`config.mk`:
```
export PLATFORM = sky130hd
export DESIGN_NAME = mload_seq
export DESIGN_NICKNAME = d
export VERILOG_FILES = /design/src/rtl/mload_pkg.sv /design/src/rtl/mload_ctrl.sv /design/src/rtl/mload_addr.sv /design/src/rtl/mload_dest.sv /design/src/rtl/mload_seq.sv
export SDC_FILE = /design/constraint.sdc
export NUM_CORES = 1
export LEC_CHECK = 0
export BUFFER_PORTS_ARGS = -buffer_cell sky130_fd_sc_hd__buf_2
export CELL_PAD_IN_SITES_DETAIL_PLACEMENT = 0
export CELL_PAD_IN_SITES_GLOBAL_PLACEMENT = 1
export CORE_MARGIN = 8
export CORE_UTILIZATION = 32
export DETAILED_ROUTE_END_ITERATION = 12
export GPL_TIMING_DRIVEN = 0
export PLACE_DENSITY_LB_ADDON = 0.2
export SYNTH_ARGS = -nofsm -noshare
export SYNTH_HDL_FRONTEND = slang
export SYNTH_SLANG_ARGS = --single-unit
```
`constraint.sdc`:
```
create_clock -name clk -period 1.89 [get_ports clk]
set_input_delay 0.2835 -clock clk [delete_from_list [all_inputs] [get_ports clk]]
set_output_delay 0.2835 -clock clk [all_outputs]
set_load 0.01 [all_outputs]
```
`src/rtl/mload_pkg.sv`:
```
package mload_pkg;

  typedef enum logic [1:0] {
    ST_FETCH = 2'd0,
    ST_BASE  = 2'd1,
    ST_READ  = 2'd2,
    ST_WRITE = 2'd3
  } ml_state_e;

  localparam logic [3:0] ML_OPCODE   = 4'b1000;
  localparam logic [2:0] ML_SUBFIELD = 3'b000;

endpackage

```
`src/rtl/mload_ctrl.sv`:
```
module mload_ctrl
  import mload_pkg::*;
#(
  parameter int INSTR_W = 16,
  parameter int IDX_W   = 3,
  parameter int OFF_W   = 6
) (
  input  logic               clk,
  input  logic               rst,
  input  logic               dec_valid,
  input  logic [INSTR_W-1:0] instr,
  input  logic               mem_ready,
  input  logic               last_word,
  output logic [IDX_W-1:0]   base_idx,
  output logic [OFF_W-1:0]   offset,
  output logic               do_base,
  output logic               do_mdr,
  output logic               do_step,
  output logic               mem_read,
  output logic               rf_we,
  output logic               busy,
  output logic               fetch_go
);

  localparam int OPC_LSB = INSTR_W - 4;
  localparam int SUB_LSB = OPC_LSB - 3;

  ml_state_e state, nxt;
  logic      hit;

  assign hit = dec_valid
            && (instr[INSTR_W-1:OPC_LSB] == ML_OPCODE)
            && (instr[OPC_LSB-1:SUB_LSB] == ML_SUBFIELD);

  always_comb begin
    nxt = state;
    case (state)
      ST_FETCH: if (hit) nxt = ST_BASE;
      ST_BASE:  nxt = ST_READ;
      ST_READ:  if (mem_ready) nxt = ST_WRITE;
      ST_WRITE: nxt = last_word ? ST_FETCH : ST_READ;
      default:  nxt = ST_FETCH;
    endcase
  end

  assign do_base = (state == ST_BASE);
  assign do_mdr  = (state == ST_READ) && mem_ready;
  assign do_step = (state == ST_WRITE);

  always_ff @(posedge clk) begin
    if (rst) begin
      state    <= ST_FETCH;
      mem_read <= 1'b0;
      rf_we    <= 1'b0;
      busy     <= 1'b0;
      fetch_go <= 1'b0;
      base_idx <= '0;
      offset   <= '0;
    end else begin
      state    <= nxt;
      mem_read <= (nxt == ST_READ);
      rf_we    <= (nxt == ST_WRITE);
      busy     <= (nxt != ST_FETCH);
      fetch_go <= (state == ST_WRITE) && last_word;
      if ((state == ST_FETCH) && hit) begin
        base_idx <= instr[SUB_LSB-1:OFF_W];
        offset   <= instr[OFF_W-1:0];
      end
    end
  end

endmodule

```
`src/rtl/mload_addr.sv`:
```
module mload_addr #(
  parameter int DATA_W = 16,
  parameter int OFF_W  = 6,
  parameter int STEP   = 2
) (
  input  logic              clk,
  input  logic              rst,
  input  logic              do_base,
  input  logic              do_step,
  input  logic              do_mdr,
  input  logic [DATA_W-1:0] base_val,
  input  logic [OFF_W-1:0]  offset,
  input  logic [DATA_W-1:0] mem_rdata,
  output logic [DATA_W-1:0] mar,
  output logic [DATA_W-1:0] mdr
);

  localparam int EXT_W = DATA_W - OFF_W - 1;

  logic [DATA_W-1:0] disp;

  // offset counts words; the doubled, sign-extended value is a byte displacement
  assign disp = {{EXT_W{offset[OFF_W-1]}}, offset, 1'b0};

  always_ff @(posedge clk) begin
    if (rst) begin
      mar <= '0;
      mdr <= '0;
    end else begin
      if (do_base)      mar <= base_val + disp;
      else if (do_step) mar <= mar + DATA_W'(STEP);
      if (do_mdr)       mdr <= mem_rdata;
    end
  end

endmodule

```
`src/rtl/mload_dest.sv`:
```
module mload_dest #(
  parameter int NWORDS    = 4,
  parameter int IDX_W     = 3,
  parameter int FIRST_REG = 0
) (
  input  logic             clk,
  input  logic             rst,
  input  logic             clear,
  input  logic             adv,
  output logic [IDX_W-1:0] dest,
  output logic             last_word
);

  localparam int CNT_W = (NWORDS > 1) ? $clog2(NWORDS) : 1;

  logic [CNT_W-1:0] cnt;

  always_ff @(posedge clk) begin
    if (rst)        cnt <= '0;
    else if (clear) cnt <= '0;
    else if (adv)   cnt <= cnt + 1'b1;
  end

  assign last_word = (cnt == CNT_W'(NWORDS - 1));
  assign dest      = IDX_W'(FIRST_REG) + IDX_W'(cnt);

endmodule

```
`src/rtl/mload_seq.sv`:
```
module mload_seq #(
  parameter int DATA_W = 16,
  parameter int IDX_W  = 3,
  parameter int OFF_W  = 6,
  parameter int NWORDS = 4,
  parameter int STEP   = 2
) (
  input  logic                   clk,
  input  logic                   rst,
  input  logic                   dec_valid,
  input  logic [6+IDX_W+OFF_W:0] instr,
  output logic                   busy,
  output logic [IDX_W-1:0]       rf_rd_idx,
  input  logic [DATA_W-1:0]      rf_rd_data,
  output logic [DATA_W-1:0]      mem_addr,
  output logic                   mem_read,
  input  logic                   mem_ready,
  input  logic [DATA_W-1:0]      mem_rdata,
  output logic                   rf_we,
  output logic [IDX_W-1:0]       rf_wr_idx,
  output logic [DATA_W-1:0]      rf_wr_data,
  output logic                   fetch_go
);

  localparam int INSTR_W = 7 + IDX_W + OFF_W;

  logic [OFF_W-1:0] offset;
  logic             do_base, do_mdr, do_step, last_word;

  mload_ctrl #(
    .INSTR_W(INSTR_W), .IDX_W(IDX_W), .OFF_W(OFF_W)
  ) u_ctrl (
    .clk(clk), .rst(rst), .dec_valid(dec_valid), .instr(instr),
    .mem_ready(mem_ready), .last_word(last_word),
    .base_idx(rf_rd_idx), .offset(offset),
    .do_base(do_base), .do_mdr(do_mdr), .do_step(do_step),
    .mem_read(mem_read), .rf_we(rf_we), .busy(busy), .fetch_go(fetch_go)
  );

  mload_addr #(
    .DATA_W(DATA_W), .OFF_W(OFF_W), .STEP(STEP)
  ) u_addr (
    .clk(clk), .rst(rst), .do_base(do_base), .do_step(do_step),
    .do_mdr(do_mdr), .base_val(rf_rd_data), .offset(offset),
    .mem_rdata(mem_rdata), .mar(mem_addr), .mdr(rf_wr_data)
  );

  mload_dest #(
    .NWORDS(NWORDS), .IDX_W(IDX_W), .FIRST_REG(0)
  ) u_dest (
    .clk(clk), .rst(rst), .clear(do_base), .adv(do_step),
    .dest(rf_wr_idx), .last_word(last_word)
  );

endmodule

```
# Word level (Yosys, flattened, before mapping)
# Cells that the tools add are included.
dict set report word_totals {
  register_bits 49
  inputBits 52
  output_inout_bits 42
  wordCells 36
}
dict set report classes {
  addsub 3
  eq_ne 7
  muxes 6
  n_reduce_logical 10
}
# cell n
set op_table {}
lappend op_table {{$mux 16} 2}
lappend op_table {{$add 16x16->16} 1}
lappend op_table {{$add 16x2->16 const B} 1}
lappend op_table {{$eq 2x2->1 const B} 5}
lappend op_table {{$pmux 2 s4} 1}
lappend op_table {{$mux 2} 3}
lappend op_table {{$logic_and 1x1->1} 5}
lappend op_table {{$eq 4x4->1 const B} 1}
lappend op_table {{$reduce_bool 2->1} 2}
lappend op_table {{$logic_not 3->1} 1}
lappend op_table {{$add 2x1->2 const B} 1}
lappend op_table {{$eq 2x1->1 const B} 1}
lappend op_table {{$logic_not 2->1} 1}
lappend op_table {{$reduce_or 2->1} 1}

# Depth between registers and ports, before layout
dict set report logic_depth {
  ltp_word 6
  ltp_mapped 9
  depth_no_buf 9
}

# Cells and area by module
# From an unflattened synthesis, not the netlist that was laid out.
dict set report hier_totals {
  hier_cells 309
  area_unflattened_um2 2743.9
}
# mod instances cells_each area_each_um2 seq_area_each_um2
set modules_own_cells {}
lappend modules_own_cells {mload_addr 1 238 2028.2 640.6}
lappend modules_own_cells {mload_ctrl 1 62 613.1 300.3}
lappend modules_own_cells {mload_dest 1 9 102.6 40.0}

# Least setup slack after synthesis
# Ideal clock, no wire load.
dict set report synth_path {
  path_type {register to register}
  startpoint {register u_ctrl.offset[5]}
  endpoint {register u_addr.mar[15]}
  setup_time_ns 0.062
  arrival_ns 2.020
  required_time_ns 1.828
  path_slack_ns -0.192
  stages_incl_launch_ff 8
  path_buffers 0
  period_less_slack_ns 2.082
  path_cell_list {dfxtp_1 ha_1 a21o_1 or3_4 o211ai_2 a21oi_2 or3_1 nand3_1}
}
dict set report synth_via {
  elab_chain_cells 2
}
# item line
set synth_lines {}
lappend synth_lines {{start: declaration} mload_ctrl.sv:15} ;# output logic [OFF_W-1:0] offset,
lappend synth_lines {{start signal: assignment} mload_ctrl.sv:67} ;# offset <= instr[OFF_W-1:0];
lappend synth_lines {{$add 16x16->16} mload_addr.sv:30} ;# if (do_base) mar <= base_val + disp;
lappend synth_lines {{$mux 16} mload_addr.sv:30}
lappend synth_lines {{end signal: assignment} mload_addr.sv:30}
lappend synth_lines {{end signal: assignment} mload_addr.sv:31} ;# else if (do_step) mar <= mar + DATA_W'(STEP);
lappend synth_lines {{end: declaration} mload_addr.sv:14} ;# output logic [DATA_W-1:0] mar,
# No other way between the ends.
# A chain may end at the register's enable or synchronous reset.

# Worst setup path in the final report
dict set report layout_path {
  startpoint {register u_ctrl.offset[0]}
  endpoint {register u_addr.mar[15]}
}
# Same word-level chain as after synthesis.

==> load_flow_metrics.sql <==
INSERT INTO impl_metrics (metric_group, metric, value, unit) VALUES
('floorplanning', 'die_h', '109', 'um'),
('logic_synthesis', 'post-synth-top-count-cell', 'nand2_1', ''),
('placement', 'placement.io_buffers', '91', ''),
('worst_hold_path', 'worst_hold_path_type', 'in -> reg', ''),
('sta', 'finalMaxSlewViolations', '0', ''),
('clock_tree', 'cts.sinks', '49', ''),
('sta', 'worst_slack', '-113', 'ps'),
('status', 'failed_checks', 'setup timing', ''),
('logic_synthesis', 'synth-async-reset-ratio', '0', ''),
('logic_synthesis', 'synthesis.yosys.warnings', '0', ''),
('pwr', 'static-leakage-power', '1.65', 'nW'),
('grt', 'globalRouteMet3Util', '0.0345', ''),
('setup_path', 'rr_startpoint', 'u_ctrl.offset[0]', ''),
('logic_synthesis', 'synth_top_area_share', '0.358', ''),
('pwr', 'power_per_cell_area', '499', 'nW/um^2'),
('grt', 'globalRouteOverflowTotal', '0', ''),
('clock_tree', 'worst_setup_hold_path_clk_slew', '90', 'ps'),
('sta', 'worst_pin_slew', '538', 'ps'),
('clock_tree', 'clock_insertion_delay_worst_skew', '300', 'ps'),
('route', 'antenna_left', '0', ''),
('setup_path', 'timing.critical_path.required', '2140', 'ps'),
('clock_tree', 'cts.root.buffer_cell', 'clkbuf_8', ''),
('route', 'routed_via_density', '4.85', ''),
('sta', 'final_hold_viol_count', '0', ''),
('layout', 'synthToLayoutAreaGrowth', '35.6', '%'),
('route', 'vias', '2715', ''),
('sta', 'setup-violations-final', '3', ''),
('clock_tree', 'cts-hold-fix-buffers', '0', ''),
('setup_path', 'worstRegToRegCells', '10', ''),
('setup_path', 'worst_ep_arrival_time', '2250', 'ps'),
('logic_synthesis', 'synth-edff-count', '0', ''),
('logic_synthesis', 'synthesis.nets', '413', ''),
('logic_synthesis', 'synth.avg_cell_area', '7.97', 'sq um'),
('run', 'max_cap_violations', '0', ''),
('sta', 'fin_setup_tns', '-247', 'ps'),
('sta', 'max_freq', '499', 'MHz'),
('layout', 'finish.net_count', '523', ''),
('sta', 'min_period_over_period', '1.06', ''),
('placement', 'gp_congestion', '0.843', ''),
('worst_hold_path', 'number_of_instances_on_the_worst_hold_path', '3', ''),
('setup_path', 'setup.worst_path.start_class', 'flip-flop', ''),
('setup_path', 'critical_path.max_fanout', '5', ''),
('clock_tree', 'cts_tree', 'done', ''),
('sta', 'fin_skew', '10.1', 'ps'),
('grt', 'total_routing_usage_reported_by_global_routing', '0.133', ''),
('sta', 'post-route-min-period', '2000', 'ps'),
('logic_synthesis', 'synth_common_cells', '56 x nand2_1, 49 x dfxtp_1, 35 x a21oi_1', ''),
('floorplanning', 'num_rows', '33', ''),
('status', 'run_status', 'finished with violations', ''),
('logic_synthesis', 'synthDominantAreaCellType', 'dfxtp_1', ''),
('layout', 'final_cells', '560', ''),
('floorplanning', 'die-width', '109', 'um'),
('grt', 'grt_busiest_layer', 'met2', ''),
('sta', 'timing.slew.headroom', '0.641', ''),
('floorplanning', 'top_level_ports', '94', ''),
('setup_path', 'worst_r2r_end', 'u_addr.mar[15]', ''),
('logic_synthesis', 'netlist_top_cells_area', 'dfxtp_1 36%, nand2_1 7.7%, ha_1 7.3%', ''),
('worst_hold_path', 'hold_end', 'u_addr.mdr[7]', ''),
('clock_tree', 'ctsHtreeMaxLevel', '2', ''),
('route', 'wl_per_cell', '14.8', 'um'),
('grt', 'grt_antenna_before_repair', '0', ''),
('logic_synthesis', 'yosys_register_bits', '49', ''),
('floorplanning', 'die_area', '11800', 'sq um'),
('grt', 'grt_first_pass_wirelength', '12900', 'um'),
('route', 'detailedRoute.firstPassIterationCount', '4', ''),
('worst_hold_path', 'worst_hold_path_startpoint', 'mem_rdata[7]', ''),
('pwr', 'vdd_ir_drop_max', '278', 'uV'),
('route', 'drt_drc_violations_left', '0', ''),
('floorplanning', 'start_util', '0.332', ''),
('logic_synthesis', 'synth-main-ff-cell', 'dfxtp_1', ''),
('placement', 'dpl.cell_count', '540', '');
-- what timing repair did --
action | CTS | global route
endpoints found under the setup margin | 9 | 19
pin swaps | 23 | 16
resized for setup | 19 | 22
setup buffers | 6 | 7
-- how the worst max path moves through the flow --
stage                      from              to  slack [ps]  cells after the start
6_report       u_ctrl.offset[0]  u_addr.mar[15]        -110                     10
5_1_grt        u_ctrl.offset[0]  u_addr.mar[13]        -240                      9
4_1_cts        u_ctrl.offset[0]  u_addr.mar[15]        -110                     10
3_5_place_dp      rf_rd_data[1]  u_addr.mar[11]        -320                     10
3_3_place_gp   u_ctrl.offset[5]  u_addr.mar[14]        -290                      7
2_1_floorplan  u_ctrl.offset[5]  u_addr.mar[15]         -20                      7
-- metrics by stage --
step	instance area [sq um]	utilization	power (mW)	worst slack, ps	hold slack [ps]
after detailed placement	3350	0.405	1.21	-317	444
after CTS	3580	0.433	1.88	-112	195
after global routing	3720	0.450	1.94	-244	200
after global placement	3350	0.405	1.21	-286	439
final	3720	0.450	1.86	-113	208
after floorplan	2760	-	1.14	-15.8	419
-- area by class of cell --
| type | instances | area [sq um] |
|---|---|---|
| fillers | 867 | 4540 |
| multi-input cells | 268 | 1830 |
| flip-flops and latches | 49 | 987 |
| repair buffers | 104 | 564 |
| well taps | 105 | 131 |
| clock buffers | 6 | 82.6 |
| plain buffers | 15 | 66.3 |
| inverters | 11 | 41.3 |
| clock inverters | 2 | 13.8 |
-- sequential cells by signal (all words and copies together), names as in the netlist, 2 cells and up --
register and cells:
u_addr.mar 16, u_addr.mdr 16, u_ctrl.offset 6, u_ctrl.base_idx 3, u_ctrl.state 2, u_dest.cnt 2
-- logic make-up (layout without fill, tap and decap cells) --
| kind of cell | after synthesis | in the layout | synth area share |
|---|---|---|---|
| compound gates | 94 | 94 | 0.226 |
| flops | 49 | 49 | 0.358 |
| simple gates | 135 | 135 | 0.224 |
| other cells | 1 | 1 | 0.00137 |
| buf+inv | 27 | 138 | 0.0397 |
| xor+xnor | 12 | 12 | 0.0383 |
| fa+ha+maj | 17 | 17 | 0.0803 |
| mux | 9 | 9 | 0.0329 |
-- cell usage in the layout (no fill, tap or decap), types with 3 or more instances in the layout --
| cell type | count |
|---|---|
| buf_4 | 12 |
| ha_4 | 8 |
| a211oi_2 | 4 |
| o21bai_1 | 3 |
| o21ai_0 | 9 |
| clkbuf_1 | 7 |
| dfxtp_1 | 46 |
| nand3_1 | 13 |
| buf_2 | 94 |
| ha_1 | 7 |
| nand4_1 | 3 |
| nand2_1 | 56 |
| mux2i_1 | 9 |
| a21o_1 | 5 |
| clkbuf_8 | 6 |
| nor2_1 | 32 |
| and3_1 | 8 |
| nor4_1 | 3 |
| nor3_1 | 6 |
| a21oi_1 | 32 |
| o21ai_1 | 5 |
| o21ai_2 | 3 |
| a21oi_2 | 4 |
| a211oi_1 | 4 |
| xor2_1 | 3 |
| xnor2_1 | 9 |
| inv_1 | 9 |
-- critical path: stages, from the launching register on --
cell and delay [ps]:
dfxtp_2 340, ha_4 160, inv_2 50, fa_2 200, nor2b_2 50, o31a_1 310, buf_4 170, o211ai_4 210
a21oi_2 90, or3_1 310, nand3_1 70
-- report_power, final --
group	total [mW]	internal (mW)	switching, mW
clock	0.649	0.297	0.352
sequential	1.03	1.03	0.00188
combinational	0.173	0.0856	0.0870
-- per-layer routing --
layer  routed length, um  vias up
li1                    -     1439
met1                3880     1193
met2                3790       81
met3                 570        2
met4                  29        0
met5                   0        -
No activity file was read; power rests on OpenSTA's default activity.
